## config.mk

```make
export PLATFORM = sky130hd
export DESIGN_NAME = adc_bringup_seq
export DESIGN_NICKNAME = d
export VERILOG_FILES = /design/src/rtl/adc_seq_pkg.sv /design/src/rtl/adc_seq_cmd.sv /design/src/rtl/adc_seq_spi.sv /design/src/rtl/adc_seq_eoc.sv /design/src/rtl/adc_bringup_seq.sv
export SDC_FILE = /design/constraint.sdc
export NUM_CORES = 1
export LEC_CHECK = 0
export BUFFER_PORTS_ARGS = -buffer_cell sky130_fd_sc_hd__buf_4
export CORE_MARGIN = 3
export CORE_UTILIZATION = 45
export CTS_BUF_LIST = sky130_fd_sc_hd__clkbuf_2 sky130_fd_sc_hd__clkbuf_4 sky130_fd_sc_hd__clkbuf_8
export CTS_CLUSTER_DIAMETER = 120
export DETAILED_ROUTE_END_ITERATION = 10
export PLACE_DENSITY = 0.65
export SKIP_LAST_GASP = 1
export SLEW_MARGIN = 20
export SYNTH_ARGS = -nofsm -noshare
export SYNTH_HDL_FRONTEND = slang
export SYNTH_SLANG_ARGS = --single-unit
export TNS_END_PERCENT = 30
```

## constraint.sdc

```tcl
create_clock -name clk -period 1.9 [get_ports clk]
set_clock_uncertainty 0.05 [all_clocks]
set_input_delay 0.475 -clock clk [delete_from_list [all_inputs] [get_ports clk]]
set_output_delay 0.475 -clock clk [all_outputs]
set_load 0.05 [all_outputs]
```

## src/rtl/adc_seq_pkg.sv

```systemverilog
package adc_seq_pkg;

   typedef enum logic [2:0] {
      ST_IDLE,
      ST_CAL,
      ST_STAT1,
      ST_WAIT,
      ST_STAT2,
      ST_ACQ
   } seq_st_e;

   typedef enum logic [1:0] {
      CMD_CAL,
      CMD_STAT,
      CMD_ACQ
   } cmd_e;

   localparam logic [7:0] CODE_CAL    = 8'h08;
   localparam logic [7:0] CODE_STAT   = 8'h0C;
   localparam logic [7:0] CODE_ACQ6   = 8'h0E;
   localparam logic [7:0] CODE_ACQ10  = 8'h4E;
   localparam logic [7:0] CODE_ACQ18  = 8'h8E;
   localparam logic [7:0] CODE_ACQ34  = 8'hCE;
   localparam int         DEFAULT_ACQ = 10;
   localparam int         STAT_W      = 9;
   localparam int         BUSY_BIT    = 6;

endpackage

```

## src/rtl/adc_seq_cmd.sv

```systemverilog
module adc_seq_cmd
   import adc_seq_pkg::*;
#(
   parameter int NARROW_MUX = 0,
   parameter int ACQ_W      = 6
) (
   input  cmd_e             sel,
   input  logic             acq_set,
   input  logic [ACQ_W-1:0] acq_clocks,
   output logic [7:0]       cmd_byte,
   output logic             acq_ok
);

   logic [7:0] acq_code;
   logic [7:0] raw_byte;
   int         acq_eff;

   always_comb begin
      acq_eff  = acq_set ? int'(acq_clocks) : DEFAULT_ACQ;
      acq_ok   = 1'b1;
      acq_code = CODE_ACQ10;
      case (acq_eff)
         6:       acq_code = CODE_ACQ6;
         10:      acq_code = CODE_ACQ10;
         18:      acq_code = CODE_ACQ18;
         34:      acq_code = CODE_ACQ34;
         default: acq_ok   = 1'b0;
      endcase
   end

   always_comb begin
      case (sel)
         CMD_CAL: raw_byte = CODE_CAL;
         CMD_ACQ: raw_byte = acq_code;
         default: raw_byte = CODE_STAT;
      endcase
   end

   generate
      if (NARROW_MUX != 0) begin : g_narrow
         assign cmd_byte = {raw_byte[7:6], raw_byte[3:0], 2'b00};
      end else begin : g_wide
         assign cmd_byte = raw_byte;
      end
   endgenerate

endmodule

```

## src/rtl/adc_seq_spi.sv

```systemverilog
module adc_seq_spi #(
   parameter int SCLK_HALF = 2
) (
   input  logic       clk,
   input  logic       rst_n,
   input  logic       go,
   input  logic       len16,
   input  logic [7:0] cmd,
   input  logic       miso,
   output logic       sclk,
   output logic       cs_n,
   output logic       mosi,
   output logic       fin,
   output logic [8:0] rx_lead
);

   localparam int FRAME_MAX = 16;
   localparam int BCW       = $clog2(FRAME_MAX);
   localparam int HCW       = (SCLK_HALF > 1) ? $clog2(SCLK_HALF) : 1;
   localparam logic [HCW-1:0] HALF_LAST = HCW'(SCLK_HALF - 1);

   logic                 active;
   logic [HCW-1:0]       half_cnt;
   logic [BCW-1:0]       bit_idx;
   logic [BCW-1:0]       last_idx;
   logic [FRAME_MAX-1:0] tx_sr;
   logic [FRAME_MAX-1:0] rx_sr;

   always_ff @(posedge clk or negedge rst_n) begin
      if (!rst_n) begin
         active   <= 1'b0;
         half_cnt <= '0;
         bit_idx  <= '0;
         last_idx <= '0;
         tx_sr    <= '0;
         rx_sr    <= '0;
         sclk     <= 1'b0;
         fin      <= 1'b0;
      end else begin
         fin <= 1'b0;
         if (!active) begin
            if (go) begin
               active   <= 1'b1;
               tx_sr    <= {cmd, 8'h00};
               last_idx <= len16 ? BCW'(FRAME_MAX - 1) : BCW'(7);
               bit_idx  <= '0;
               half_cnt <= '0;
               rx_sr    <= '0;
               sclk     <= 1'b0;
            end
         end else if (half_cnt == HALF_LAST) begin
            half_cnt <= '0;
            if (!sclk) begin
               sclk  <= 1'b1;
               rx_sr <= {rx_sr[FRAME_MAX-2:0], miso};
            end else begin
               sclk <= 1'b0;
               if (bit_idx == last_idx) begin
                  active <= 1'b0;
                  fin    <= 1'b1;
                  tx_sr  <= '0;
               end else begin
                  bit_idx <= bit_idx + 1'b1;
                  tx_sr   <= {tx_sr[FRAME_MAX-2:0], 1'b0};
               end
            end
         end else begin
            half_cnt <= half_cnt + 1'b1;
         end
      end
   end

   assign cs_n    = ~active;
   assign mosi    = tx_sr[FRAME_MAX-1];
   assign rx_lead = rx_sr[FRAME_MAX-1:FRAME_MAX-9];

endmodule

```

## src/rtl/adc_seq_eoc.sv

```systemverilog
module adc_seq_eoc #(
   parameter int TIMEOUT_CYC = 1000
) (
   input  logic clk,
   input  logic rst_n,
   input  logic arm,
   input  logic wait_en,
   input  logic eoc,
   output logic seen,
   output logic expired
);

   localparam int CW = $clog2(TIMEOUT_CYC + 1);
   localparam logic [CW-1:0] CNT_LAST = CW'(TIMEOUT_CYC - 1);

   logic          eoc_q;
   logic [CW-1:0] cnt;

   always_ff @(posedge clk or negedge rst_n) begin
      if (!rst_n) begin
         eoc_q <= 1'b0;
         seen  <= 1'b0;
         cnt   <= '0;
      end else begin
         eoc_q <= eoc;
         if (arm)
            seen <= 1'b0;
         else if (eoc && !eoc_q)
            seen <= 1'b1;
         if (!wait_en)
            cnt <= '0;
         else if (cnt != CNT_LAST)
            cnt <= cnt + 1'b1;
      end
   end

   assign expired = wait_en && (cnt == CNT_LAST);

endmodule

```

## src/rtl/adc_bringup_seq.sv

```systemverilog
module adc_bringup_seq
   import adc_seq_pkg::*;
#(
   parameter int NARROW_MUX  = 0,
   parameter int ACQ_W       = 6,
   parameter int SCLK_HALF   = 2,
   parameter int TIMEOUT_CYC = 10_000_000
) (
   input  logic             clk,
   input  logic             rst_n,
   input  logic             start,
   input  logic             acq_set,
   input  logic [ACQ_W-1:0] acq_clocks,
   input  logic             eoc,
   output logic             spi_sclk,
   output logic             spi_cs_n,
   output logic             spi_mosi,
   input  logic             spi_miso,
   output logic             done,
   output logic             error,
   output logic             timeout
);

   localparam logic [STAT_W-1:0] BUSY_MASK = STAT_W'(1) << BUSY_BIT;

   generate
      if (SCLK_HALF < 1) begin : g_bad_half
         $error("SCLK_HALF must be at least 1");
      end
      if (TIMEOUT_CYC < 2) begin : g_bad_timeout
         $error("TIMEOUT_CYC must be at least 2");
      end
      if (ACQ_W < 6) begin : g_bad_acq
         $error("ACQ_W must hold the value 34");
      end
   endgenerate

   seq_st_e          st;
   cmd_e             cmd_sel;
   logic             go;
   logic             len16;
   logic             acq_set_q;
   logic [ACQ_W-1:0] acq_clk_q;
   logic [7:0]       cmd_byte;
   logic             acq_ok;
   logic             frame_fin;
   logic [8:0]       rx_lead;
   logic [STAT_W-1:0] stat_w;
   logic             cal_busy;
   logic             eoc_seen;
   logic             eoc_expired;

   always_comb begin
      case (st)
         ST_CAL:  cmd_sel = CMD_CAL;
         ST_ACQ:  cmd_sel = CMD_ACQ;
         default: cmd_sel = CMD_STAT;
      endcase
   end

   // status word: first byte moved up one place, MSB of the second byte below it
   assign stat_w   = {rx_lead[8:1], rx_lead[0]};
   assign cal_busy = |(stat_w & BUSY_MASK);

   adc_seq_cmd #(.NARROW_MUX(NARROW_MUX), .ACQ_W(ACQ_W)) u_cmd (
      .sel        (cmd_sel),
      .acq_set    (acq_set_q),
      .acq_clocks (acq_clk_q),
      .cmd_byte   (cmd_byte),
      .acq_ok     (acq_ok)
   );

   adc_seq_spi #(.SCLK_HALF(SCLK_HALF)) u_spi (
      .clk     (clk),
      .rst_n   (rst_n),
      .go      (go),
      .len16   (len16),
      .cmd     (cmd_byte),
      .miso    (spi_miso),
      .sclk    (spi_sclk),
      .cs_n    (spi_cs_n),
      .mosi    (spi_mosi),
      .fin     (frame_fin),
      .rx_lead (rx_lead)
   );

   adc_seq_eoc #(.TIMEOUT_CYC(TIMEOUT_CYC)) u_eoc (
      .clk     (clk),
      .rst_n   (rst_n),
      .arm     ((st == ST_IDLE) && start),
      .wait_en (st == ST_WAIT),
      .eoc     (eoc),
      .seen    (eoc_seen),
      .expired (eoc_expired)
   );

   always_ff @(posedge clk or negedge rst_n) begin
      if (!rst_n) begin
         st        <= ST_IDLE;
         go        <= 1'b0;
         len16     <= 1'b0;
         done      <= 1'b0;
         error     <= 1'b0;
         timeout   <= 1'b0;
         acq_set_q <= 1'b0;
         acq_clk_q <= '0;
      end else begin
         go <= 1'b0;
         case (st)
            ST_IDLE: if (start) begin
               done      <= 1'b0;
               error     <= 1'b0;
               timeout   <= 1'b0;
               acq_set_q <= acq_set;
               acq_clk_q <= acq_clocks;
               st        <= ST_CAL;
               go        <= 1'b1;
               len16     <= 1'b0;
            end
            ST_CAL: if (frame_fin) begin
               st    <= ST_STAT1;
               go    <= 1'b1;
               len16 <= 1'b1;
            end
            ST_STAT1: if (frame_fin) st <= ST_WAIT;
            ST_WAIT: begin
               if (eoc_seen) begin
                  st    <= ST_STAT2;
                  go    <= 1'b1;
                  len16 <= 1'b1;
               end else if (eoc_expired) begin
                  timeout <= 1'b1;
                  error   <= 1'b1;
                  done    <= 1'b1;
                  st      <= ST_IDLE;
               end
            end
            ST_STAT2: if (frame_fin) begin
               if (cal_busy || !acq_ok) begin
                  error <= 1'b1;
                  done  <= 1'b1;
                  st    <= ST_IDLE;
               end else begin
                  st    <= ST_ACQ;
                  go    <= 1'b1;
                  len16 <= 1'b0;
               end
            end
            ST_ACQ: if (frame_fin) begin
               done <= 1'b1;
               st   <= ST_IDLE;
            end
            default: st <= ST_IDLE;
         endcase
      end
   end

endmodule

```

* Word-level counts from Yosys, hierarchy flattened
Index checks and enable logic that the tools add are counted.
** Storage, ports and cells
- Bits in registers :: 83
- Bits of input ports :: 12
- Output and inout bits :: 6
- Logic and storage cells :: 145
** Operators by class
- Add/subtract/negate cells :: 3
- Equality and inequality tests :: 29
- Multiplexer cells :: 67
- Bitwise gates (word level) :: 1
- Reductions and logical operators :: 26
** Operators by type and width (count)
- two-way mux 16 bit :: 5
- two-way mux 14 bit :: 4
- two-way mux 24 bit :: 2
- equality test 32 x 3 -> 1 bit (second input constant) :: 1
- equality test 32 x 4 -> 1 bit (second input constant) :: 1
- equality test 32 x 5 -> 1 bit (second input constant) :: 1
- equality test 32 x 6 -> 1 bit (second input constant) :: 1
- two-way mux 1 bit :: 32
- adder 24 x 1 -> 24 bit (second input constant) :: 1
- equality test 24 bit (second input constant) :: 1
- two-way mux 3 bit :: 8
- two-way mux 4 bit :: 6
- inequality test 24 bit (second input constant) :: 1
- case mux 8 bit (3 select lines) :: 1
- inequality test 2 bit (second input constant) :: 10
- case mux 3 bit (6 select lines) :: 1
- AND reduction 6 bit :: 3
- case mux 8 bit (2 select lines) :: 1
- case mux 1 bit (4 select lines) :: 3
- inequality test 2 x 1 -> 1 bit (second input constant) :: 5
- AND reduction 4 bit :: 2
- nonzero test 4 bit :: 2
- AND reduction 7 bit :: 1
- equality test 3 x 2 -> 1 bit (second input constant) :: 2
- other kinds (22) :: 31

* Depth between registers and ports, before layout
Gate-level depths: netlist (run 1).
- Depth in word-level cells :: 9
- Mapped depth :: 7
- Depth with buffers taken out :: 6

* Cells and area by module
A second synthesis (run 1) with hierarchy kept.
** Second synthesis, totals
- Cell total of the unflattened synthesis :: 387
- Area total of the unflattened synthesis :: 3911.3 µm²
** Modules (own cells, without submodules)
- adc_seq_spi :: instances 1, cells each 143, area each 1546.5 µm², sequential area each 850.8 µm²
- adc_seq_eoc :: instances 1, cells each 146, area each 1395.1 µm², sequential area each 650.6 µm²
- adc_bringup_seq :: instances 1, cells each 75, area each 794.5 µm², sequential area each 375.4 µm²
- adc_seq_cmd :: instances 1, cells each 23, area each 175.2 µm², sequential area each 0.0 µm²

* Worst setup path before layout (run 1)
Ideal clock, no wire load.
- Path type :: register to register
- From :: reg u_eoc.cnt[0]
- To :: reg st[0]
- Library setup time :: 131 ps
- Arrival time :: 1789 ps
- Data required time :: 1719 ps
- Path slack :: -71 ps
- Stages on the path, launching flop included :: 8
- Path buffers :: 1
- Period minus slack after synthesis :: 1971 ps
- Cells stage by stage :: dfrtp_1 ha_1 and4_1 nand3_1 nor4_4 buf_6 nor3_2 or3_1
** Between the ends
- Word-level cells in the longest chain between the ends :: 4
** Ends and longest elaborated chain
- start: declaration :: line adc_seq_eoc.sv:17 : logic [CW-1:0] cnt;
- start signal: assignment :: line adc_seq_eoc.sv:33 : cnt <= cnt + 1'b1;
- equality test 24 bit :: line adc_seq_eoc.sv:37 : assign expired = wait_en && (cnt == CNT_LAST);
- logical AND 1 bit :: line adc_seq_eoc.sv:37
- inequality test 3 bit (no source line)
- AND reduction 6 bit (no source line)
- end signal: assignment :: line adc_bringup_seq.sv:99 : st <= ST_IDLE;
- end signal: assignment :: line adc_bringup_seq.sv:116 : st <= ST_CAL;
- end signal: assignment :: line adc_bringup_seq.sv:121 : st <= ST_STAT1;
- end: declaration :: line adc_bringup_seq.sv:38 : seq_st_e st;
Every way passes these cells.
A chain may end at the register's enable or synchronous reset.

* Final worst setup path (run 1)
- From :: reg u_eoc.cnt[17]
- To :: reg st[0]
Same word-level chain as after synthesis.

==> qor.yml, run 1 <==
combPwrFrac_pct: 2.2
clock_path_buffers: 2
fillCellCount: 673
grt_max_degree: 73
synth_most_common_cell: "nand2_1"
htree_levels: 3
route.detailed.drc: 0
fp.dieW_um: 93.1
hold_viol: 0
setup-violations-final: 5
fin_setup_tns_ns: -0.119
clkTransAtPathRegs_ns: 0.09
rows: 31
antenna_left: 0
finalMaxSlewViolations: 0
p_leak_nw: 1.90
wl_per_cell_um: 13.7
async_reset_ff_share_pct: 100
fin_crit_sh_pct: 102
swShare_pct: 21.8
synth.avg_cell_area_um2: 9.59
p_seq_share_pct: 51.6
numCtsBuffers: 9
coreArea_um2: 7290
n_antenna_cell: 0
period_needed_ns: 1.94
holdWs_ns: 0.0641
synth_cell_types: 54
power_frac_clock_pct: 46.2
clk_latency_ns: 0.35
io_pins: 18
fin_nets: 417
rsz0062_at_grt: "true"
place_area_um2: 3810
root_buffer: "clkbuf_8"
antenna_found_initial: 0
tightest_slew_ns: 0.418
yosysSeqAreaShare_pct: 52.7
track_usage_pct: 17.7
status: "complete, but fails checks"
syn-num-nets: 370
synth_top_area_share_pct: 52.7
fmax_ghz: 0.515
io_buffer_count: 17
cp-start-kind: "flop"
place.gp.congestion: 0.812
viasPerCell: 5.28
crit_fanout: 3
first_pass_iters: 4
yosys-top-cells-count: "nand2_1 (79), dfrtp_1 (72), nor2_1 (33)"
power_density_nw_per_um2: 732
maxCapViolCount: 0
clkSinkCount: 72
worstPathArrival_ns: 2.11
yosys_warnings: 0
cp_data_required_time_ns: 2.07
fin_area_um2: 4110
setup_ws_ns: -0.0422
intPower_w: 0.00235
dieHeight_um: 93.1
power_switching_w: 0.000654
synth_area_leader_cell: "dfrtp_1"
ys_ff_latch: 72
grt_overflow: 0
synth_area_um2: 3420
via_count: 2678
die_area_um2: 8670
postCtsHoldBufs: 0
slew_headroom_pct: 72.1
ys.flop_type: "dfrtp_1"
cts_tree: "done"
post-place-ws_ns: -0.155
crit_type: "reg2reg"
drive_gt1_share_pct: 22.5
first_global_vias: 2646
hp-class: "in2async"
syn_inst: 356
synthTopCellsByArea: "dfrtp_1 (53%), nand2_1 (8.7%), nand3_1 (3.7%)"
violations: "setup timing"
irDropWorstVdd_mv: 0.396
wirelength_um: 6930
drtIter0Drc: 123
start_util_pct: 46.8
dp_hpwl_um: 4600
grt_pass1_wl_um: 12300
areaGrowthSynthToFinish_pct: 20.3
synth_edf_count: 0
finish.utilization_pct: 56.3
endpoint_kind: "flop"
routing by layer:
layer | vias up | GRT usage [%] | routed length (um)
met1 | 1306 | 24.9 | 3500
li1 | 1334 | - | -
met3 | 8 | 2.90 | 157
met5 | - | 0 | 0
met2 | 30 | 27.4 | 3180
met4 | 0 | 7.45 | 92
cell families (layout without fill, tap and decap cells):
logic type | Yosys count | count (layout) | share of synthesized area (%)
AOI/OAI and AO/OA | 49 | 49 | 9.38
xor gates and xnor gates | 21 | 21 | 5.38
adders and majority gates | 2 | 2 | 0.732
buffers and inverters | 21 | 73 | 3.19
DFF | 72 | 72 | 52.7
muxes | 2 | 2 | 0.586
and+or+nand+nor | 189 | 189 | 28.0
layout by cell type, fill, tap and decap left out, types with 4 or more instances in the layout:
cell type	count
nand3_1	24
dfrtp_1	72
o21ai_0	11
nand2_1	79
a21oi_1	11
xnor2_1	7
nor2_1	33
nand4_1	8
xor2_1	14
buf_4	50
clkbuf_8	10
inv_1	5
or2_2	7
a22o_1	5
and4_1	4
power groups by stage:
stage | sequential [W] | combinational [W] | clock (W)
6_report | 0.00155 | 0.0000658 | 0.00139
5_1_grt | 0.00155 | 0.0000767 | 0.00148
4_1_cts | 0.00155 | 0.0000693 | 0.00143
3_5_place_dp | 0.00158 | 0.0000686 | 0
3_3_place_gp | 0.00158 | 0.0000672 | 0
2_1_floorplan | 0.00158 | 0.0000125 | 0
path summary, 6_finish.rpt:
kind	start	endpoint	slack (ns)	cells after the start
max	u_eoc.cnt[17]$_DFFE_PN0N_	st[0]$_DFFE_PN0P_	-0.04	6
max in group asynchronous	rst_n	u_eoc.eoc_q$_DFF_PN0_	1.40	2
min reg2reg	u_spi.rx_sr[11]$_DFFE_PN0P_	u_spi.rx_sr[12]$_DFFE_PN0P_	0.42	2
max reg2reg	u_eoc.cnt[17]$_DFFE_PN0N_	st[0]$_DFFE_PN0P_	-0.04	6
min in group clk	eoc	u_eoc.eoc_q$_DFF_PN0_	0.20	1
min	rst_n	u_spi.bit_idx[2]$_DFFE_PN0P_	0.06	2
worst max-delay path, stage by stage (launching register included):
cell	delay, ns
dfrtp_1	0.41
nor4b_2	0.31
nand4_1	0.19
nor4_4	0.36
buf_4	0.17
nor3_2	0.03
or3_1	0.30
sequential cells by signal, summed over array words and instances (netlist names), 2 cells and up:
signal          count
u_spi.rx_sr        14
u_spi.last_idx      2
u_eoc.cnt          24
st                  3
acq_clk_q           6
u_spi.tx_sr         7
u_spi.bit_idx       4
what timing repair did:
item,CTS,global route
pin swaps,2,5
buffers inserted,0,6
resized for setup,1,7
setup endpoints to repair,13,19
metrics by stage:
stage / total power, W / std cells
after floorplan: 0.00159 / 356
after global placement: 0.00165 / 485
after detailed placement: 0.00165 / 485
after CTS: 0.00305 / 501
after global routing: 0.00311 / 507
final: 0.00301 / 507
area by class of cell:
class / instances / area, um2 / area share, %
Clock inverter: 6 / 91.3 / 2.22
Clock buffer: 10 / 138 / 3.35
Tap cell: 99 / 124 / 3.01
Inverter: 5 / 18.8 / 0.457
Timing Repair Buffer: 52 / 407 / 9.90
Multi-Input combinational cell: 263 / 1530 / 37.2
Sequential cell: 72 / 1800 / 43.8
No activity file was read; power rests on OpenSTA's default activity.
==> run 2, diff against run 1 <==
Settings changed: RECOVER_POWER from default to 25.
==> run 2 against run 1 <==
Compared with the run above: the run still ends with setup timing left; register-to-register slack hardly changed; first-iteration DRC count decreased by 2.4%; sequential share of layout area rose by 0.13 points; non-clock buffer count unchanged; fmax hardly changed; largest power group unchanged; highest routed layer unchanged.
==> qor.yml, run 2 (synthesis results as in run 1) <==
clk_latency_ns: 0.35
grt_use_met1_pct: 24.9
r2r_start: "u_eoc.cnt[17]$_DFFE_PN0N_"
start_util_pct: 46.8
n_antenna_cell: 0
critPathLaunch: "u_eoc.cnt[17]$_DFFE_PN0N_"
stdcell_count: 507
layout_commonest_cell: "nand2_1"
setup-violations-final: 5
power_density_nw_per_um2: 734
first_pass_iters: 4
fmax_ghz: 0.515
irDropWorstVdd_mv: 0.398
grt_max_degree: 73
track_usage_pct: 17.7
multi_input_area_um2: 1530
placed_cells: 485
slew_headroom_pct: 34.9
largest_register_ffs: 24
root_buffer: "clkbuf_8"
crit_type: "reg2reg"
io_buffer_count: 17
finalPower_w: 0.00301
grt_busiest_layer: "met2"
slowest_stage: "dfrtp_1"
period_needed_ns: 1.94
top_register: "u_eoc.cnt"
place.gp.congestion: 0.812
wl_per_cell_um: 13.6
violations: "setup timing"
drive_gt1_share_pct: 22.5
drtIter0Drc: 120
postCtsHoldBufs: 0
route.detailed.drc: 0
endpoint_kind: "flop"
endpoint: "st[0]$_DFFE_PN0P_"
antenna_found_initial: 0
crit_cells: 6
htree_levels: 3
crit_buf_inv: 1
coreArea_um2: 7290
status: "complete, but fails checks"
crit_chain: "nor4b_2 -> nand4_1 -> nor4_4 -> buf_4 -> nor3_2 -> or3_1"
hold_viol: 0
seqCellArea_um2: 1800
rows: 31
io_pins: 18
p_leak_nw: 1.90
fin_nets: 417
hp-class: "in2reg"
reg2reg_slack_ns: -0.04
setup_ws_ns: -0.0407
areaGrowthSynthToFinish_pct: 19.9
wirelength_um: 6910
clock_path_buffers: 2
viasPerCell: 5.33
antenna_left: 0
cp_data_required_time_ns: 2.07
crit_family: "simple AND/OR/NAND/NOR gates"
numCtsBuffers: 9
grt_overflow: 0
fin_crit_sh_pct: 102
cts_tree: "done"
grt_pass1_wl_um: 12300
tightest_slew_ns: 0.977
die_area_um2: 8670
via_count: 2700
fp.dieW_um: 93.1
cpPeakStageDelay_ns: 0.41
finalMaxSlewViolations: 0
largest_registers: "u_eoc.cnt: 24 flops, u_spi.rx_sr: 14 flops, u_spi.tx_sr: 7 flops"
first_global_vias: 2646
maxCapViolCount: 0
clkTransAtPathRegs_ns: 0.08
regToRegEndpoint: "st[0]$_DFFE_PN0P_"
final_cell_mix: "nand2_1 (79), dfrtp_1 (72), buf_4 (48)"
clkSinkCount: 72
worstPathArrival_ns: 2.11
crit_fanout: 3
met3_usage_pct: 2.90
cp-start-kind: "flop"
rsz0062_at_grt: "true"
rr_worst_depth: 6
dieHeight_um: 93.1
use_met2_pct: 27.4
dp_hpwl_um: 4600
fillCellCount: 675
==> run 2: per-stage QoR <==
step	setup TNS, ns	area, um2	hold WS (ns)	utilization (%)	worst slack (ns)
after floorplan	0	3420	0.129	-	0.0336
after global placement	-0.0805	3810	0.398	52.2	-0.0748
after detailed placement	-0.540	3810	0.400	52.2	-0.155
after CTS	-0.158	4040	0.0896	55.4	-0.0683
after global routing	-0.949	4100	0.215	56.2	-0.101
final	-0.107	4100	0.224	56.2	-0.0407
==> run 2: timing repair <==
action,4_1_cts,5_1_grt
endpoints found under the hold margin,0,0
buffers inserted,0,6
pin swaps,2,5
gates resized for setup,1,7
endpoints found under the setup margin,13,19
==> run 2: layout make-up <==
cell class,instances,share of cell area (%)
clock inverters,6,2.23
clock buffers,10,3.36
multi-input cells,263,37.3
flip-flops and latches,72,44.0
inverters,5,0.458
repair buffers,52,9.62
well taps,99,3.02
==> run 2: worst min-delay path by stage <==
stage,startpoint,end,slack (ns),cells past startpoint
2_1_floorplan,rst_n,acq_clk_q[0]$_DFFE_PN0P_,0.13,0
3_3_place_gp,u_spi.rx_sr[3]$_DFFE_PN0P_,u_spi.rx_sr[4]$_DFFE_PN0P_,0.40,2
3_5_place_dp,u_spi.rx_sr[10]$_DFFE_PN0P_,u_spi.rx_sr[11]$_DFFE_PN0P_,0.40,2
4_1_cts,rst_n,u_spi.bit_idx[2]$_DFFE_PN0P_,0.09,2
5_1_grt,eoc,u_eoc.eoc_q$_DFF_PN0_,0.21,1
6_report,eoc,u_eoc.eoc_q$_DFF_PN0_,0.22,1
==> run 2: layer usage <==
metal  vias up  part of all wire (%)
met4         0                   1.7
met1      1314                    50
li1       1335                     -
met3        10                   2.6
met5         -                     0
met2        41                    45
==> run 2: where the power goes <==
group | internal (W) | switching (W) | leakage (nW) | total, W
clock | 0.000782 | 0.000612 | 0.117 | 0.00139
combinational | 0.0000222 | 0.0000394 | 0.845 | 0.0000616
sequential | 0.00154 | 0.00000689 | 0.935 | 0.00155
total | 0.00235 | 0.000658 | 1.90 | 0.00301
